File: config.mk
export PLATFORM = sky130hd
export DESIGN_NAME = rs_array
export DESIGN_NICKNAME = d
export VERILOG_FILES = /design/src/rtl/rs_pkg.sv /design/src/rtl/rs_alloc.sv /design/src/rtl/rs_age_sel.sv /design/src/rtl/rs_entry.sv /design/src/rtl/rs_array.sv
export SDC_FILE = /design/constraint.sdc
export NUM_CORES = 1
export LEC_CHECK = 0
export ABC_AREA = 1
export BUFFER_PORTS_ARGS = -buffer_cell sky130_fd_sc_hd__clkbuf_2
export CAP_MARGIN = 20
export CORE_MARGIN = 10
export CORE_UTILIZATION = 60
export DETAILED_ROUTE_END_ITERATION = 10
export PLACE_DENSITY = 0.89
export SLEW_MARGIN = 10
export SYNTH_ARGS = -nofsm -noshare
export SYNTH_HDL_FRONTEND = slang
export SYNTH_SLANG_ARGS = --single-unit
File: constraint.sdc
create_clock -name clk -period 3.56 [get_ports clk]
set_input_delay 0.356 -clock clk [delete_from_list [all_inputs] [get_ports clk]]
set_output_delay 0.356 -clock clk [all_outputs]
set_load 0.02 [all_outputs]
File: src/rtl/rs_pkg.sv
// Shared widths and types for the reservation station array.
// Assumes reorder-buffer numbers are the only producer names in use.
package rs_pkg;
    parameter int DATA_W = 16;
    parameter int TAG_W  = 3;
    parameter int OP_W   = 4;

    typedef struct packed {
        logic              rdy;
        logic [TAG_W-1:0]  tag;
        logic [DATA_W-1:0] val;
    } opnd_t;

    typedef struct packed {
        logic [OP_W-1:0]  op;
        opnd_t            a;
        opnd_t            b;
        logic [TAG_W-1:0] dst;
    } uop_t;

    // Return the operand with the bus value taken if it was waiting on that tag.
    function automatic opnd_t snoop(opnd_t o, logic cv, logic [TAG_W-1:0] ct,
                                    logic [DATA_W-1:0] cd);
        opnd_t r;
        r = o;
        if (!o.rdy && cv && (o.tag == ct)) begin
            r.rdy = 1'b1;
            r.val = cd;
        end
        return r;
    endfunction
endpackage

File: src/rtl/rs_alloc.sv
// Free-station finder: picks the lowest-numbered empty entry for a dispatch.
// Assumes req is already qualified by reorder-buffer space and flush.
module rs_alloc #(
    parameter int NUM_ENT = 4
) (
    input  logic               clk,
    input  logic               rst_n,
    input  logic               req,
    input  logic [NUM_ENT-1:0] valid,
    output logic [NUM_ENT-1:0] grant,
    output logic               any_free
);
    logic [NUM_ENT:0] seen;

    // Priority scan from entry 0 upward for the first empty slot.
    always_comb begin
        seen[0] = 1'b0;
        for (int i = 0; i < NUM_ENT; i++) begin
            grant[i]    = req && !valid[i] && !seen[i];
            seen[i+1]   = seen[i] || !valid[i];
        end
        any_free = seen[NUM_ENT];
    end

    // a grant targets exactly one empty station.
    p_alloc_empty_slot_r2: assert property (@(posedge clk) disable iff (!rst_n)
        $onehot0(grant) && ((grant & valid) == '0));
    p_alloc_granted_r2: assert property (@(posedge clk) disable iff (!rst_n)
        (req && any_free) |-> (grant != '0));
endmodule

File: src/rtl/rs_age_sel.sv
// Oldest-first issue selector built on an age matrix.
// older[i][j] set means entry i was allocated before entry j.
// Assumes at most one allocation per cycle.
module rs_age_sel #(
    parameter int NUM_ENT = 4
) (
    input  logic               clk,
    input  logic               rst_n,
    input  logic [NUM_ENT-1:0] alloc,
    input  logic [NUM_ENT-1:0] ready,
    output logic [NUM_ENT-1:0] grant
);
    logic [NUM_ENT-1:0] older [NUM_ENT];
    logic [NUM_ENT-1:0] blocked;

    // Update age relations when a new entry is allocated.
    always_ff @(posedge clk) begin
        if (!rst_n) begin
            for (int i = 0; i < NUM_ENT; i++) older[i] <= '0;
        end else begin
            for (int k = 0; k < NUM_ENT; k++) begin
                if (alloc[k]) begin
                    for (int j = 0; j < NUM_ENT; j++) begin
                        if (j != k) begin
                            older[k][j] <= 1'b0;
                            older[j][k] <= 1'b1;
                        end
                    end
                end
            end
        end
    end

    // Grant the ready entry that no other ready entry predates.
    always_comb begin
        for (int i = 0; i < NUM_ENT; i++) begin
            blocked[i] = 1'b0;
            for (int j = 0; j < NUM_ENT; j++) begin
                if (j != i && ready[j] && older[j][i]) blocked[i] = 1'b1;
            end
            grant[i] = ready[i] && !blocked[i];
        end
    end

    // one grant at most, and some grant whenever an entry is eligible.
    p_single_grant_r6: assert property (@(posedge clk) disable iff (!rst_n)
        $onehot0(grant));
    p_no_starve_r6: assert property (@(posedge clk) disable iff (!rst_n)
        (ready != '0) |-> (grant != '0));
endmodule

File: src/rtl/rs_entry.sv
// One reservation station: holds an operation, snoops the result bus for
// missing sources, and releases itself when its own result is broadcast.
// Assumes alloc and grant are never both set for the same entry.
module rs_entry
    import rs_pkg::*;
(
    input  logic              clk,
    input  logic              rst_n,
    input  logic              flush,
    input  logic              alloc,
    input  uop_t              disp_uop,
    input  logic              cdb_valid,
    input  logic [TAG_W-1:0]  cdb_tag,
    input  logic [DATA_W-1:0] cdb_data,
    input  logic              grant,
    output logic              valid_o,
    output logic              ready_o,
    output logic              free_o,
    output logic [OP_W-1:0]   op_o,
    output logic [DATA_W-1:0] a_o,
    output logic [DATA_W-1:0] b_o,
    output logic [TAG_W-1:0]  dst_o
);
    logic valid;
    logic issued;
    uop_t u;

    // Release when an issued entry sees its own tag on the bus.
    assign free_o  = valid && issued && cdb_valid && (cdb_tag == u.dst);
    assign ready_o = valid && !issued && u.a.rdy && u.b.rdy;
    assign valid_o = valid;
    assign op_o    = u.op;
    assign a_o     = u.a.val;
    assign b_o     = u.b.val;
    assign dst_o   = u.dst;

    // Entry state: allocate, capture sources, mark issue, release.
    always_ff @(posedge clk) begin
        if (!rst_n) begin
            valid  <= 1'b0;
            issued <= 1'b0;
            u      <= '0;
        end else if (flush) begin
            valid  <= 1'b0;
            issued <= 1'b0;
        end else if (alloc) begin
            valid  <= 1'b1;
            issued <= 1'b0;
            u.op   <= disp_uop.op;
            u.dst  <= disp_uop.dst;
            u.a    <= snoop(disp_uop.a, cdb_valid, cdb_tag, cdb_data);
            u.b    <= snoop(disp_uop.b, cdb_valid, cdb_tag, cdb_data);
        end else if (valid) begin
            if (free_o) valid  <= 1'b0;
            if (grant)  issued <= 1'b1;
            u.a <= snoop(u.a, cdb_valid, cdb_tag, cdb_data);
            u.b <= snoop(u.b, cdb_valid, cdb_tag, cdb_data);
        end
    end

    // the selector only picks an unissued entry with both sources present.
    p_grant_has_operands_r5: assert property (@(posedge clk) disable iff (!rst_n)
        grant |-> (valid && !issued && u.a.rdy && u.b.rdy));
    // an issued entry is never picked again.
    p_no_reissue_r6: assert property (@(posedge clk) disable iff (!rst_n)
        (valid && issued) |-> !grant);
    // a waiting source takes the matching broadcast value.
    p_capture_a_r4: assert property (@(posedge clk) disable iff (!rst_n)
        (valid && !flush && !u.a.rdy && cdb_valid && cdb_tag == u.a.tag)
        |=> (u.a.rdy && u.a.val == $past(cdb_data)));
    // occupancy persists until the entry's own broadcast.
    p_hold_until_result_r7: assert property (@(posedge clk) disable iff (!rst_n)
        (valid && !flush && !(cdb_valid && cdb_tag == u.dst)) |=> valid);
    // a broadcast during dispatch lands in the new entry.
    p_dispatch_bypass_r8: assert property (@(posedge clk) disable iff (!rst_n)
        (alloc && !flush && !disp_uop.a.rdy && cdb_valid && cdb_tag == disp_uop.a.tag)
        |=> (u.a.rdy && u.a.val == $past(cdb_data)));
endmodule

File: src/rtl/rs_array.sv
// Reservation station array for one functional-unit class.
// Accepts one dispatch per cycle when a station and a reorder-buffer slot
// are free, wakes entries from the result bus, and issues the oldest ready
// entry each cycle. Assumes the functional unit accepts every issue.
module rs_array
    import rs_pkg::*;
#(
    parameter int NUM_ENT = 4
) (
    input  logic              clk,
    input  logic              rst_n,
    input  logic              flush,
    input  logic              disp_valid,
    input  logic [OP_W-1:0]   disp_op,
    input  logic              disp_a_ready,
    input  logic [DATA_W-1:0] disp_a_value,
    input  logic [TAG_W-1:0]  disp_a_tag,
    input  logic              disp_b_ready,
    input  logic [DATA_W-1:0] disp_b_value,
    input  logic [TAG_W-1:0]  disp_b_tag,
    input  logic [TAG_W-1:0]  disp_dst_tag,
    input  logic              rob_has_slot,
    output logic              disp_ready,
    input  logic              res_valid,
    input  logic [TAG_W-1:0]  res_tag,
    input  logic [DATA_W-1:0] res_data,
    output logic              iss_valid,
    output logic [OP_W-1:0]   iss_op,
    output logic [DATA_W-1:0] iss_a,
    output logic [DATA_W-1:0] iss_b,
    output logic [TAG_W-1:0]  iss_dst_tag
);
    logic [NUM_ENT-1:0] valid_vec, ready_vec, free_vec, alloc_vec, grant_vec;
    logic [OP_W-1:0]    e_op  [NUM_ENT];
    logic [DATA_W-1:0]  e_a   [NUM_ENT];
    logic [DATA_W-1:0]  e_b   [NUM_ENT];
    logic [TAG_W-1:0]   e_dst [NUM_ENT];
    logic               any_free;
    logic               alloc_req;
    uop_t               disp_uop;

    // Dispatch handshake and request packing.
    assign disp_ready = rob_has_slot && any_free && !flush;
    assign alloc_req  = disp_valid && disp_ready;
    assign disp_uop   = '{op:  disp_op,
                          a:   '{rdy: disp_a_ready, tag: disp_a_tag, val: disp_a_value},
                          b:   '{rdy: disp_b_ready, tag: disp_b_tag, val: disp_b_value},
                          dst: disp_dst_tag};

    rs_alloc #(.NUM_ENT(NUM_ENT)) u_alloc (
        .clk(clk), .rst_n(rst_n), .req(alloc_req), .valid(valid_vec),
        .grant(alloc_vec), .any_free(any_free)
    );

    rs_age_sel #(.NUM_ENT(NUM_ENT)) u_sel (
        .clk(clk), .rst_n(rst_n), .alloc(alloc_vec),
        .ready(ready_vec & {NUM_ENT{!flush}}), .grant(grant_vec)
    );

    for (genvar g = 0; g < NUM_ENT; g++) begin : g_ent
        rs_entry u_ent (
            .clk(clk), .rst_n(rst_n), .flush(flush), .alloc(alloc_vec[g]),
            .disp_uop(disp_uop), .cdb_valid(res_valid), .cdb_tag(res_tag),
            .cdb_data(res_data), .grant(grant_vec[g]),
            .valid_o(valid_vec[g]), .ready_o(ready_vec[g]), .free_o(free_vec[g]),
            .op_o(e_op[g]), .a_o(e_a[g]), .b_o(e_b[g]), .dst_o(e_dst[g])
        );
    end

    // AND-OR mux of the granted entry onto the issue port.
    always_comb begin
        iss_valid   = |grant_vec;
        iss_op      = '0;
        iss_a       = '0;
        iss_b       = '0;
        iss_dst_tag = '0;
        for (int i = 0; i < NUM_ENT; i++) begin
            iss_op      |= e_op[i]  & {OP_W{grant_vec[i]}};
            iss_a       |= e_a[i]   & {DATA_W{grant_vec[i]}};
            iss_b       |= e_b[i]   & {DATA_W{grant_vec[i]}};
            iss_dst_tag |= e_dst[i] & {TAG_W{grant_vec[i]}};
        end
    end

    // a flush leaves no entry occupied.
    p_flush_empties_r9: assert property (@(posedge clk) disable iff (!rst_n)
        flush |=> (valid_vec == '0));
    // occupancy changes only by one allocation and the broadcast releases.
    p_occupancy_r7: assert property (@(posedge clk) disable iff (!rst_n)
        ($past(rst_n) && !$past(flush)) |->
        ($countones(valid_vec) == $past($countones(valid_vec)) + int'($past(alloc_req))
                                  - $past($countones(free_vec))));
endmodule

==> results.txt <==
commonest cells in the netlist -> nand2_1, nand3_1, inv_1
Mapped Cells -> 1955
DR pass1 iterations -> 6
Syn Area/Cell -> 6.12 um2
Switching Fraction -> 0.252
clock sink count -> 208
Tot GR Track Use -> 0.300
xor and xnor area share after synthesis -> 0.00585
Synth top area share -> 0.333
multiplexer share of the synthesized area -> 0
initial antenna violation count -> 3
R2R Path Start -> g_ent[0].u_ent.valid_o
root buffer cell -> clkbuf_16
power per cell area -> 403 nW/um2
Sequential Power Share -> 0.441
fin cells -> 2297
reg-to-reg setup timing slack -> 1.03 ns
Hold Path Class -> input port to register
Ports -> 113
NetSw -> 1.37 mW
post-route ant nets -> 0
Layout Skew -> 0.0220 ns
postcts setup bufs -> 0
Arr. time, crit path -> 2.97 ns
period utilization -> 0.934
GP Congestion -> 0.956
post-CTS resize count -> 0
layout cells sized above 1 -> 0.115
Endpoint, Worst Hold -> g_ent[0].u_ent.op_o[0]
Final Setup Violations -> 0
largest family of logic cells by synthesized area -> simple AND/OR/NAND/NOR gates
Max clock buf depth -> 3
Via Count -> 13272
Period minus WS final -> 3.33 ns
clock share of power -> 0.479
WHS -> 0.0658 ns
clock-pin slew on the worst setup and hold paths -> 0.06 ns
R2R cell count -> 8
number of distinct library cells after synthesis -> 35
top cells by area, synth -> dfxtp_1, nand2_1, nand3_1
global-route wire length before repair -> 64400 um
P&R area growth vs syn -> 12.5%
DIE WIDTH -> 161 um
CP Capture Type -> output pin
Comb pwr share -> 0.080
sequential share of the synthesized area -> 0.355
Least-Margin Pin Slew -> 0.993 ns
#FFs+latches synth -> 208
Synth Area in Simple Gates -> 0.431
max_slew headroom -> 0.337
Final TNS setup -> 0 ns
die height -> 161 um
R2R Path End -> g_ent[2].u_ent.a_o[1]
worst skew pair latency -> 0.53 ns
Synth Area in Adders -> 0
cts hold-fix bufs -> 0
Post-synth EDFFs -> 9
Worst Hold Depth -> 3
asr flop ratio synth -> 0
row count -> 51
DR iter-0 viols -> 2077
YS warnings -> 0
port buffer count -> 112
Design Area, Final -> 13500 um2
Max Fclk -> 0.301 GHz
CTS Buf Count -> 23
total gr overflow -> 0
largest vdd supply drop -> 0.331 mV
outcome -> finished clean
final hold violations -> 0
Placed Cells -> 2252
Avg WL per Cell -> 18.1 um
DRC violations left -> 0
leakage -> 7.24 nW
CP required -> 3.20 ns
die area -> 26000 um2
fin nets -> 2085
Initial Util -> 0.613
DP Area -> 12600 um2
core area -> 19500 um2
HPWL after DPL -> 28900 um
TritonCTS clock tree -> yes
H-tree depth -> 1
Post-Syn Nets -> 2027
Synth Flop Type -> dfxtp_1
RSZ-0062 raised after global routing -> false
largest net degree at the start of global routing -> 132
Post-Syn Area -> 12000 um2
leading cell type by number of instances after synthesis -> nand2_1
Synth Area in Compound Gates -> 0.0607
via/cell ratio -> 5.78
Max Cap Viol -> 0
vias in the first global route -> 12010
DRT Wirelength -> 41600 um
min-delay src -> disp_op[0]
crit path kind -> register to output pin
crit path launch type -> register
CP max FO -> 21
Synth area leader -> dfxtp_1
Max Transition Viols Final -> 0
internal power -> 4.06 mW
## cell usage in the layout (no fill, tap or decap), drive strengths merged
| cell type | count |
|---|---|
| nand2 | 558 |
| nand3 | 375 |
| inv | 326 |
| dfxtp | 199 |
| clkbuf | 140 |
| nor2 | 138 |
| o21ai | 73 |
| a21oi | 53 |
| nand4 | 46 |
| buf | 32 |
| or2 | 16 |
| nor3 | 15 |
| nand3b | 13 |
| o22ai | 9 |
| edfxtp | 9 |
| xor2 | 8 |
| clkinv | 7 |
| a211oi | 4 |
| bufinv | 4 |
| diode | 2 |
| o211ai | 1 |
| and2 | 1 |
| o21a | 1 |
| nor4 | 1 |
| clkinvlp | 1 |
## cell families (layout without fill, tap and decap cells)
kind of cell,count (synthesis),after routing
buffers and inverters,436,510
XOR/XNOR,8,8
other,0,2
AND/OR/NAND/NOR,1163,1163
AO/OA/AOI/OAI,140,141
flip-flops,208,208
## routing by layer
layer  up-vias  wire length [um]  track usage
li1       6267                 -            -
met1      5856             16900        0.421
met2      1013             17500        0.448
met3       134              5740       0.0646
met4         2              1380       0.0959
met5         -                17            0
## power by group through the flow
stage | Sequential (mW) | Clock, mW | Combinational, mW
after global routing | 2.39 | 2.68 | 0.469
after global placement | 2.44 | 0 | 0.404
after detailed placement | 2.44 | 0 | 0.409
after floorplan | 2.44 | 0 | 0.262
final | 2.39 | 2.60 | 0.434
after CTS | 2.39 | 2.58 | 0.413
## layout make-up
type | instances | area [um2]
Timing Repair Buffer | 143 | 821
Fill cell | 1689 | 6050
Sequential cell | 208 | 4250
Tap cell | 265 | 332
Clock inverter | 13 | 181
Clock buffer | 29 | 638
Antenna cell | 2 | 5.00
Multi-Input combinational cell | 1312 | 6020
Inverter | 325 | 1220
## worst max-delay path by stage
stage                endpoint              startpoint
finish               iss_a[9]  g_ent[0].u_ent.valid_o
global route         iss_a[9]  g_ent[0].u_ent.valid_o
CTS                  iss_a[9]  g_ent[0].u_ent.valid_o
detailed placement  iss_op[1]                   flush
global placement     iss_a[9]  g_ent[0].u_ent.valid_o
floorplan           iss_a[10]  g_ent[0].u_ent.valid_o
## stage by stage
stage	total power, mW	util	setup WS, ns
global placement	2.85	0.647	0.823
detailed placement	2.85	0.647	0.798
CTS	5.39	0.689	0.221
floorplan	2.70	-	1.65
finish	5.43	0.690	0.234
global route	5.54	0.690	0.135
## critical path: stages, from the launching register on
cell and delay [ns]:
dfxtp_1 0.51, inv_1 0.14, nor3_2 0.26, nand2_1 0.21, a21oi_4 0.44, buf_4 0.37, nand3_1 0.16, nand4_1 0.14
clkbuf_2 0.18
## registers in the layout, indices dropped and copies added, names as in the netlist
signal / count
g_ent.u_ent.a_o: 64
g_ent.u_ent.b_o: 64
g_ent.u_ent.u: 32
g_ent.u_ent.op_o: 16
g_ent.u_ent.dst_o: 12
u_sel.older: 12
g_ent.u_ent.issued: 4
g_ent.u_ent.valid_o: 4
No activity file was read; power rests on OpenSTA's default activity.
